<file path="src/rtl/ptw_pkg.sv">
package ptw_pkg;
  localparam int DW = 32;
  localparam int FAULT_W = 10;

  typedef enum logic [2:0] {
    ST_IDLE,
    ST_RD_REQ,
    ST_RD_WAIT,
    ST_WR_REQ,
    ST_DONE
  } walk_st_e;

  localparam logic [1:0] DT_INVALID = 2'd0;
  localparam logic [1:0] DT_PTR     = 2'd1;
  localparam logic [1:0] DT_PTE     = 2'd2;
  localparam logic [1:0] DT_RSVD    = 2'd3;

  localparam int REF_BIT = 5;
  localparam int MOD_BIT = 6;

  localparam logic [2:0] PRM_R = 3'b001;
  localparam logic [2:0] PRM_W = 3'b010;
  localparam logic [2:0] PRM_X = 3'b100;

  localparam logic [2:0] FT_INVALID = 3'd1;
  localparam logic [2:0] FT_BAD     = 3'd4;

  localparam logic [3:0] PERR_PROT = 4'd8;
  localparam logic [3:0] PERR_PRIV = 4'd12;
endpackage

</file>
<file path="src/rtl/ptw_addr_gen.sv">
module ptw_addr_gen
  import ptw_pkg::*;
#(
  parameter int PA_W  = 36,
  parameter int CTX_W = 8
) (
  input  logic [1:0]       lvl,
  input  logic [31:0]      ctx_ptr,
  input  logic [CTX_W-1:0] ctx_num,
  input  logic [31:0]      va,
  input  logic [29:0]      desc_hi,
  output logic [PA_W-1:0]  addr
);
  localparam int TBL_SH = 4;

  logic [PA_W-1:0] ctx_base;
  logic [PA_W-1:0] tbl_base;
  logic [7:0]      idx;

  always_comb begin
    ctx_base = (PA_W'(ctx_ptr) << TBL_SH) + (PA_W'(ctx_num) << 2);
    tbl_base = PA_W'(desc_hi) << (TBL_SH + 2);
    case (lvl)
      2'd1:    idx = va[31:24];
      2'd2:    idx = {2'b00, va[23:18]};
      default: idx = {2'b00, va[17:12]};
    endcase
    addr = (lvl == 2'd0) ? ctx_base : tbl_base + (PA_W'(idx) << 2);
  end
endmodule

</file>
<file path="src/rtl/ptw_perm.sv">
module ptw_perm
  import ptw_pkg::*;
(
  input  logic [2:0] acc,
  input  logic       is_wr,
  input  logic       is_ins,
  input  logic       is_sup,
  output logic [2:0] perm,
  output logic [3:0] err
);
  logic [2:0] need;

  function automatic logic [2:0] user_rights(input logic [2:0] a);
    case (a)
      3'd0:    return PRM_R;
      3'd1:    return PRM_R | PRM_W;
      3'd2:    return PRM_R | PRM_X;
      3'd3:    return PRM_R | PRM_W | PRM_X;
      3'd4:    return PRM_X;
      3'd5:    return PRM_R;
      default: return 3'b000;
    endcase
  endfunction

  function automatic logic [2:0] sup_rights(input logic [2:0] a);
    case (a)
      3'd5:    return PRM_R | PRM_W;
      3'd6:    return PRM_R | PRM_X;
      3'd7:    return PRM_R | PRM_W | PRM_X;
      default: return user_rights(a);
    endcase
  endfunction

  always_comb begin
    perm = is_sup ? sup_rights(acc) : user_rights(acc);
    need = (is_ins ? PRM_X : 3'b000) | (is_wr ? PRM_W : 3'b000) |
           ((!is_wr && !is_ins) ? PRM_R : 3'b000);
    if (!is_sup && acc[2:1] == 2'b11)
      err = PERR_PRIV;
    else if ((need & ~perm) != 3'b000)
      err = PERR_PROT;
    else
      err = 4'd0;
  end
endmodule

</file>
<file path="src/rtl/ptw_walker.sv">
module ptw_walker
  import ptw_pkg::*;
#(
  parameter int PA_W  = 36,
  parameter int CTX_W = 8
) (
  input  logic             clk,
  input  logic             rst_n,
  input  logic             mmu_en,
  input  logic             boot_mode,
  input  logic             no_fault,
  input  logic [31:0]      ctx_ptr,
  input  logic [CTX_W-1:0] ctx_num,
  input  logic [PA_W-1:0]  prom_base,
  input  logic             req_valid,
  output logic             req_ready,
  input  logic [31:0]      req_va,
  input  logic             req_write,
  input  logic             req_instr,
  input  logic             req_super,
  output logic             mem_valid,
  input  logic             mem_ready,
  output logic             mem_we,
  output logic [PA_W-1:0]  mem_addr,
  output logic [DW-1:0]    mem_wdata,
  input  logic             mem_rvalid,
  input  logic [DW-1:0]    mem_rdata,
  output logic             done,
  output logic [PA_W-1:0]  res_pa,
  output logic [1:0]       res_size,
  output logic [2:0]       res_prot,
  output logic [FAULT_W-1:0] res_fault
);
  localparam int BOOT_W = 19;
  localparam logic [1:0] LAST_LVL = 2'd3;

  walk_st_e            state_q;
  logic [1:0]          lvl_q;
  logic [31:0]         va_q;
  logic                wr_q, ins_q, sup_q;
  logic [PA_W-1:0]     addr_q;
  logic [DW-1:0]       wdata_q;
  logic [PA_W-1:0]     pa_q;
  logic [1:0]          size_q;
  logic [2:0]          prot_q;
  logic [FAULT_W-1:0]  fault_q;

  logic [1:0]          gen_lvl;
  logic [PA_W-1:0]     gen_addr;
  logic [2:0]          perm;
  logic [3:0]          perr;
  logic [1:0]          dtype;
  logic [DW-1:0]       upd_desc;
  logic                need_wb;
  logic [23:0]         offset;
  logic [PA_W-1:0]     page_pa;
  logic [2:0]          grant;
  logic                perm_fail;

  assign gen_lvl = (state_q == ST_IDLE) ? 2'd0 : lvl_q + 2'd1;

  ptw_addr_gen #(.PA_W(PA_W), .CTX_W(CTX_W)) u_addr (
    .lvl     (gen_lvl),
    .ctx_ptr (ctx_ptr),
    .ctx_num (ctx_num),
    .va      (va_q),
    .desc_hi (mem_rdata[31:2]),
    .addr    (gen_addr)
  );

  ptw_perm u_perm (
    .acc    (mem_rdata[4:2]),
    .is_wr  (wr_q),
    .is_ins (ins_q),
    .is_sup (sup_q),
    .perm   (perm),
    .err    (perr)
  );

  function automatic logic [FAULT_W-1:0] fcode(input logic [1:0] l, input logic [2:0] t);
    return {l, 3'b000, t, 2'b00};
  endfunction

  always_comb begin
    dtype    = mem_rdata[1:0];
    upd_desc = mem_rdata | (DW'(1) << REF_BIT) | (wr_q ? (DW'(1) << MOD_BIT) : '0);
    need_wb  = !mem_rdata[REF_BIT] || (wr_q && !mem_rdata[MOD_BIT]);
    case (lvl_q)
      2'd1:    offset = va_q[23:0];
      2'd2:    offset = {6'd0, va_q[17:0]};
      default: offset = {12'd0, va_q[11:0]};
    endcase
    page_pa   = (PA_W'(mem_rdata[31:8]) << 12) + PA_W'(offset);
    grant     = upd_desc[MOD_BIT] ? perm : (perm & ~PRM_W);
    perm_fail = (perr != 4'd0) && !(no_fault && !sup_q);
  end

  always_ff @(posedge clk or negedge rst_n) begin
    if (!rst_n) begin
      state_q <= ST_IDLE;
      lvl_q   <= '0;
      va_q    <= '0;
      wr_q    <= 1'b0;
      ins_q   <= 1'b0;
      sup_q   <= 1'b0;
      addr_q  <= '0;
      wdata_q <= '0;
      pa_q    <= '0;
      size_q  <= '0;
      prot_q  <= '0;
      fault_q <= '0;
    end else begin
      case (state_q)
        ST_IDLE: if (req_valid) begin
          va_q  <= req_va;
          wr_q  <= req_write;
          ins_q <= req_instr;
          sup_q <= req_super;
          lvl_q <= 2'd0;
          if (!mmu_en) begin
            size_q  <= 2'd0;
            fault_q <= '0;
            if (boot_mode && req_instr) begin
              pa_q   <= prom_base | PA_W'(req_va[BOOT_W-1:0]);
              prot_q <= PRM_R | PRM_X;
            end else begin
              pa_q   <= PA_W'(req_va);
              prot_q <= PRM_R | PRM_W | PRM_X;
            end
            state_q <= ST_DONE;
          end else begin
            addr_q  <= gen_addr;
            state_q <= ST_RD_REQ;
          end
        end
        ST_RD_REQ: if (mem_ready) state_q <= ST_RD_WAIT;
        ST_RD_WAIT: if (mem_rvalid) begin
          if (dtype == DT_PTR && lvl_q != LAST_LVL) begin
            lvl_q   <= lvl_q + 2'd1;
            addr_q  <= gen_addr;
            state_q <= ST_RD_REQ;
          end else if (dtype == DT_PTE && lvl_q != 2'd0 && !perm_fail) begin
            pa_q    <= page_pa;
            size_q  <= LAST_LVL - lvl_q;
            prot_q  <= grant;
            fault_q <= '0;
            if (need_wb) begin
              wdata_q <= upd_desc;
              state_q <= ST_WR_REQ;
            end else begin
              state_q <= ST_DONE;
            end
          end else begin
            pa_q   <= '0;
            size_q <= '0;
            prot_q <= '0;
            if (dtype == DT_INVALID)
              fault_q <= fcode(lvl_q, FT_INVALID);
            else if (dtype == DT_PTE && lvl_q != 2'd0)
              fault_q <= FAULT_W'(perr);
            else
              fault_q <= fcode(lvl_q, FT_BAD);
            state_q <= ST_DONE;
          end
        end
        ST_WR_REQ: if (mem_ready) state_q <= ST_DONE;
        default: state_q <= ST_IDLE;
      endcase
    end
  end

  assign req_ready = (state_q == ST_IDLE);
  assign done      = (state_q == ST_DONE);
  assign mem_valid = (state_q == ST_RD_REQ) || (state_q == ST_WR_REQ);
  assign mem_we    = (state_q == ST_WR_REQ);
  assign mem_addr  = addr_q;
  assign mem_wdata = wdata_q;
  assign res_pa    = pa_q;
  assign res_size  = size_q;
  assign res_prot  = prot_q;
  assign res_fault = fault_q;


  mem_hold_chk: assert property (@(posedge clk) disable iff (!rst_n)
    mem_valid && !mem_ready |=> mem_valid && $stable(mem_addr) && $stable(mem_we) && $stable(mem_wdata));


  done_pulse_chk: assert property (@(posedge clk) disable iff (!rst_n)
    done |=> !done);


  idle_quiet_chk: assert property (@(posedge clk) disable iff (!rst_n)
    req_ready |-> !mem_valid && !done);


  wb_ref_chk: assert property (@(posedge clk) disable iff (!rst_n)
    mem_valid && mem_we |-> mem_wdata[REF_BIT]);


  fault_clear_chk: assert property (@(posedge clk) disable iff (!rst_n)
    done && res_fault != '0 |-> res_prot == 3'b000 && res_pa == '0);
endmodule

</file>
<file path="config.mk">
export PLATFORM = sky130hd
export DESIGN_NAME = ptw_walker
export DESIGN_NICKNAME = d
export VERILOG_FILES = /design/src/rtl/ptw_pkg.sv /design/src/rtl/ptw_addr_gen.sv /design/src/rtl/ptw_perm.sv /design/src/rtl/ptw_walker.sv
export SDC_FILE = /design/constraint.sdc
export NUM_CORES = 1
export LEC_CHECK = 0
export ABC_AREA = 1
export CAP_MARGIN = 25
export CORE_MARGIN = 10
export CORE_UTILIZATION = 40
export DETAILED_ROUTE_END_ITERATION = 12
export MAX_ROUTING_LAYER = met4
export PLACE_DENSITY = 0.77
export SETUP_SLACK_MARGIN = 0.1
export SKIP_LAST_GASP = 1
export SLEW_MARGIN = 20
export SYNTH_ARGS = -nofsm -noshare
export SYNTH_HDL_FRONTEND = slang
export SYNTH_SLANG_ARGS = --single-unit
</file>
<file path="constraint.sdc">
create_clock -name clk -period 3.6 [get_ports clk]
set_clock_uncertainty 0.05 [all_clocks]
set_input_delay 0.54 -clock clk [delete_from_list [all_inputs] [get_ports clk]]
set_output_delay 0.54 -clock clk [all_outputs]
set_load 0.02 [all_outputs]
</file>
==> results.md <==
- Static timing analysis puts the maximum clock frequency at ~300 MHz.
- The number of clock sinks is around 150.
- The critical path capture point type is a flop.
- The destination of the worst register-to-register timing path is mem_addr[20].
- After synthesis the cells add up to between 10000 and 15000 sq um.
- Input and output buffers added on the ports amount to 266.
- In the routed design, unresolved DRC markers number 0.
- The type of the setup path with the least slack is reg -> reg.
- The net count of the finished layout is 2030.
- For the worst-skew pair, the clock arrives at the later sink with an insertion delay of approximately 0.45 ns.
- The effective utilization at floorplan is approximately two fifths.
- Dividing the detail-routed wire length by the instance count gives 18.9 microns.
- The floorplan step set the die width to 183 microns.
- The standby leakage power is ~6.9 nW.
- The post-route netlist has 6.34% of its cells at a drive strength greater than 1.
- The top cell types in the final layout, fill and taps aside, are 579 x sky130_fd_sc_hd__nand2_1, 265 x sky130_fd_sc_hd__clkdlybuf4s50_1, 189 x sky130_fd_sc_hd__inv_1.
- STA classifies the critical path startpoint as a flop.
- The type of the worst min-delay path is in -> async.
- In this run, the number of DRC markers left after iteration 0 of detailed routing was 899.
- The predominant post-synthesis flop cell is sky130_fd_sc_hd__dfrtp_1.
- After synthesis, flip-flops and latches occupy 35.6% of the total area.
- The number of global-route vias before repair is 11448.
- During synthesis, Yosys emitted a total of 0 warnings.
- After layout, the worst path uses 91.6% of the clock period.
- Data on the critical path arrives at its endpoint at 3.58 ns.
- Final hold analysis gives a worst-case slack of -0.0332 ns.
- The count of different cell masters after synthesis is 47.
- At the end of routability-driven placement, the weighted congestion stood at 0.940.
- The library cell used most frequently in the layout, excluding fill and tap cells, is sky130_fd_sc_hd__nand2_1.
- The initial antenna violation count is 1.
- Measured against its own limit, the worst slew margin works out to 44.9%.
- For this run, the number of standard cells in the final layout without fillers is roughly 2200.
- The number of synthesized flops with an enable pin is 0.
- Counting the buffers created by CTS gives 17.
- For this run, the detailed router's first-pass iteration total came to 8.
- The overall via count from detail_route is 11528.
- The final number of max-transition violations came to 0.
- The longest clock path from root to sink contains 2 buffers.
- The wire length of the first global-routing pass is 64.5 mm.
- The average instance in the mapped netlist occupies 6.73 sq um.
- Synthesis produced 1588 cells.
- The run finished, with violations left.
- The clock tree synthesis step divided the H-tree into 4 levels.
- In this run the critical register-to-register path is launched from lvl_q[0].
- Counting cells, the worst reg-to-reg path comes to 22.
- The CTS root buffer is sky130_fd_sc_hd__clkbuf_16.
- In the routed layout, each cell is associated on average with a via count of 5.25.
- The synthesis-to-finish area growth is 34.3%.
- OpenSTA, run right after detailed placement, puts the worst setup slack at -0.0462 ns.
- In this run the worst path has a maximum fanout of 7.
- The pin count of the biggest net entering global routing is 67.
- The clock-pin slew of the registers on the worst-case setup and hold paths is 0.07 ns.
- The flip-flop and latch count after synthesis is 152.
- The number of filler cells placed in the layout is 2573.
- The fraction of registers with async set or reset after synthesis is 100%.
- The smallest setup slack after layout is a little over 0.3 ns.
- The biggest area contributor in the post-synthesis netlist is sky130_fd_sc_hd__dfrtp_1.
- The maximum vdd ir drop is 416 uV.
- The global-route congestion overflow total is 0.
- TritonCTS built the clock tree.
- The y dimension of the die is between 150 and 200 microns.
- In the post-synthesis netlist, the biggest area contributors are sky130_fd_sc_hd__dfrtp_1 36%, sky130_fd_sc_hd__nand2_1 20%, sky130_fd_sc_hd__inv_1 6.7%, sky130_fd_sc_hd__nand3_1 6.2%, sky130_fd_sc_hd__nor2_1 4.3%.
- During I/O placement, the number of pins put on the boundary was about 270.
- The number of hold violations in the final report is 10.
- Global routing consumed, over all layers together, 25.0% of the routing resources.
- The placement row count is just under 60.
- The HPWL after detailed placement is 33.1 mm.
- Of the post-synthesis cell area, the dominant cell type holds 35.6%.
- For this block, the routed nets add up to 41.5 mm of wire.
- The number of setup violations in the final report is 0.
- The area of the core region is roughly 26000 sq um.
- The worst reg-to-reg setup slack is 0.30 ns.
- Power spread over the standard cell area amounts to 790 nW/um^2.
- Counting tap cells, the placed design contains a total of 2159 instances.
- Setup repair after global routing could not meet its margin everywhere.
- The worst path in the final design needs a cycle of 3.30 ns, including I/O delays and setup.
- The required time at the worst-slack endpoint is 3.88 ns.
- At the pin with the least slew margin, the transition time is 0.824 ns.
- In this run the remaining antenna-violating nets after routing total 0.
- The final reports fail on negative hold slack.
- In this run the worst setup path begins at lvl_q[0].
- The floorplan step defined a die boundary enclosing 33600 sq um.
- Across the run, the number of max-cap violations was 0.
kinds of logic after synthesis:
kind of cell | share of synthesized area, %
adder cells (fa/ha/maj) | 3.96
flip-flops | 35.6
other | 0.0351
XOR/XNOR | 1.15
AO/OA/AOI/OAI | 13.3
multiplexers | 0.843
AND/OR/NAND/NOR | 35.4
buffers and inverters | 9.76
routing by layer:
metal / share of wire, % / up-vias / routed length [microns] / track usage (%)
met5: 0 / - / 0 / -
met4: 1.9 / 0 / 800 / 6.10
met2: 46 / 487 / 19200 / 39.8
met3: 8.4 / 50 / 3500 / 6.86
li1: - / 5592 / - / -
met1: 43 / 5399 / 18000 / 30.8
repair_timing:
item / CTS / global route
gates resized for setup: 5 / 12
hold buffers: 0 / 0
buffers inserted: 0 / 4
cloned: 0 / 0
pin swaps: 0 / 1
setup endpoints to repair: 8 / 24
synthesized netlist by cell type (5+ instances only):
| library cell | number |
|---|---|
| sky130_fd_sc_hd__buf_2 | 13 |
| sky130_fd_sc_hd__inv_1 | 192 |
| sky130_fd_sc_hd__nor2_1 | 121 |
| sky130_fd_sc_hd__or2_0 | 5 |
| sky130_fd_sc_hd__a2bb2oi_2 | 18 |
| sky130_fd_sc_hd__a21boi_1 | 11 |
| sky130_fd_sc_hd__nor3_1 | 7 |
| sky130_fd_sc_hd__mux2_2 | 8 |
| sky130_fd_sc_hd__dfrtp_1 | 152 |
| sky130_fd_sc_hd__clkbuf_1 | 27 |
| sky130_fd_sc_hd__ha_1 | 29 |
| sky130_fd_sc_hd__a2bb2oi_1 | 6 |
| sky130_fd_sc_hd__a21oi_1 | 62 |
| sky130_fd_sc_hd__or2_2 | 5 |
| sky130_fd_sc_hd__o21ai_0 | 66 |
| sky130_fd_sc_hd__buf_4 | 12 |
| sky130_fd_sc_hd__o21ai_1 | 32 |
| sky130_fd_sc_hd__xor2_1 | 8 |
| sky130_fd_sc_hd__nand3b_1 | 7 |
| sky130_fd_sc_hd__o31ai_1 | 5 |
| sky130_fd_sc_hd__xnor2_1 | 6 |
| sky130_fd_sc_hd__nand3_1 | 132 |
| sky130_fd_sc_hd__nand4_1 | 22 |
| sky130_fd_sc_hd__nand2_1 | 582 |
| sky130_fd_sc_hd__or2_1 | 7 |
| sky130_fd_sc_hd__a31oi_1 | 5 |
per-stage QoR:
step	setup TNS (ns)	cell area [sq um]	utilization (%)	total power (W)	hold slack (ns)
floorplan	0	10700	-	0.00673	0.194
global route	0	14300	54.9	0.0121	0.0185
CTS	0	14300	54.6	0.0112	0.00110
finish	0	14300	54.9	0.0113	-0.0332
global placement	0	13700	52.3	0.00922	0.399
detailed placement	-0.117	13700	52.3	0.00934	0.402
worst max path at each step:
stage	end	slack [ns]	cells past startpoint
floorplan	mem_addr[34]	0.17	23
global placement	mem_addr[34]	0.11	22
detailed placement	mem_addr[20]	-0.05	22
CTS	mem_addr[12]	0.13	21
global route	mem_addr[33]	0.08	20
finish	mem_addr[20]	0.30	22
state kept, by name, indices dropped and copies added, names as in the netlist, 2 cells and up:
register	count
lvl_q	2
mem_addr	34
mem_wdata	32
res_fault	5
res_pa	36
res_prot	3
res_size	2
state_q	3
va_q	32
where the power goes:
group	internal [W]	total [W]	leakage (nW)	switching (W)
clock	0.000938	0.00183	0.293	0.000891
sequential	0.00246	0.00299	1.86	0.000529
combinational	0.00269	0.00652	4.79	0.00383
total	0.00608	0.0113	6.94	0.00525
cell type report:
type,count,area [sq um],area share (%)
clock inverters,15,174,1.21
multi-input cells,1187,5910,41.2
flip-flops and latches,152,3800,26.5
inverters,199,747,5.21
diodes,1,2.50,0.0174
clock buffers,17,425,2.97
repair buffers,290,2860,19.9
well taps,335,419,2.92
critical path, stage by stage (launching register included):
cell and delay [ns]:
sky130_fd_sc_hd__dfrtp_1 0.38, sky130_fd_sc_hd__inv_2 0.08, sky130_fd_sc_hd__ha_4 0.27, sky130_fd_sc_hd__inv_1 0.05, sky130_fd_sc_hd__nor2_2 0.13, sky130_fd_sc_hd__inv_1 0.10, sky130_fd_sc_hd__ha_4 0.29, sky130_fd_sc_hd__a221o_1 0.10
sky130_fd_sc_hd__o21ai_0 0.08, sky130_fd_sc_hd__inv_1 0.07, sky130_fd_sc_hd__ha_1 0.15, sky130_fd_sc_hd__inv_1 0.07, sky130_fd_sc_hd__fa_2 0.35, sky130_fd_sc_hd__inv_2 0.08, sky130_fd_sc_hd__nand3_1 0.08, sky130_fd_sc_hd__nand2_2 0.16
sky130_fd_sc_hd__inv_1 0.10, sky130_fd_sc_hd__nor2_4 0.19, sky130_fd_sc_hd__nand3_1 0.10, sky130_fd_sc_hd__nand3_1 0.10, sky130_fd_sc_hd__o21ai_0 0.08, sky130_fd_sc_hd__nand2_1 0.06, sky130_fd_sc_hd__nand2_1 0.05
(Power assumes the default switching activity.)
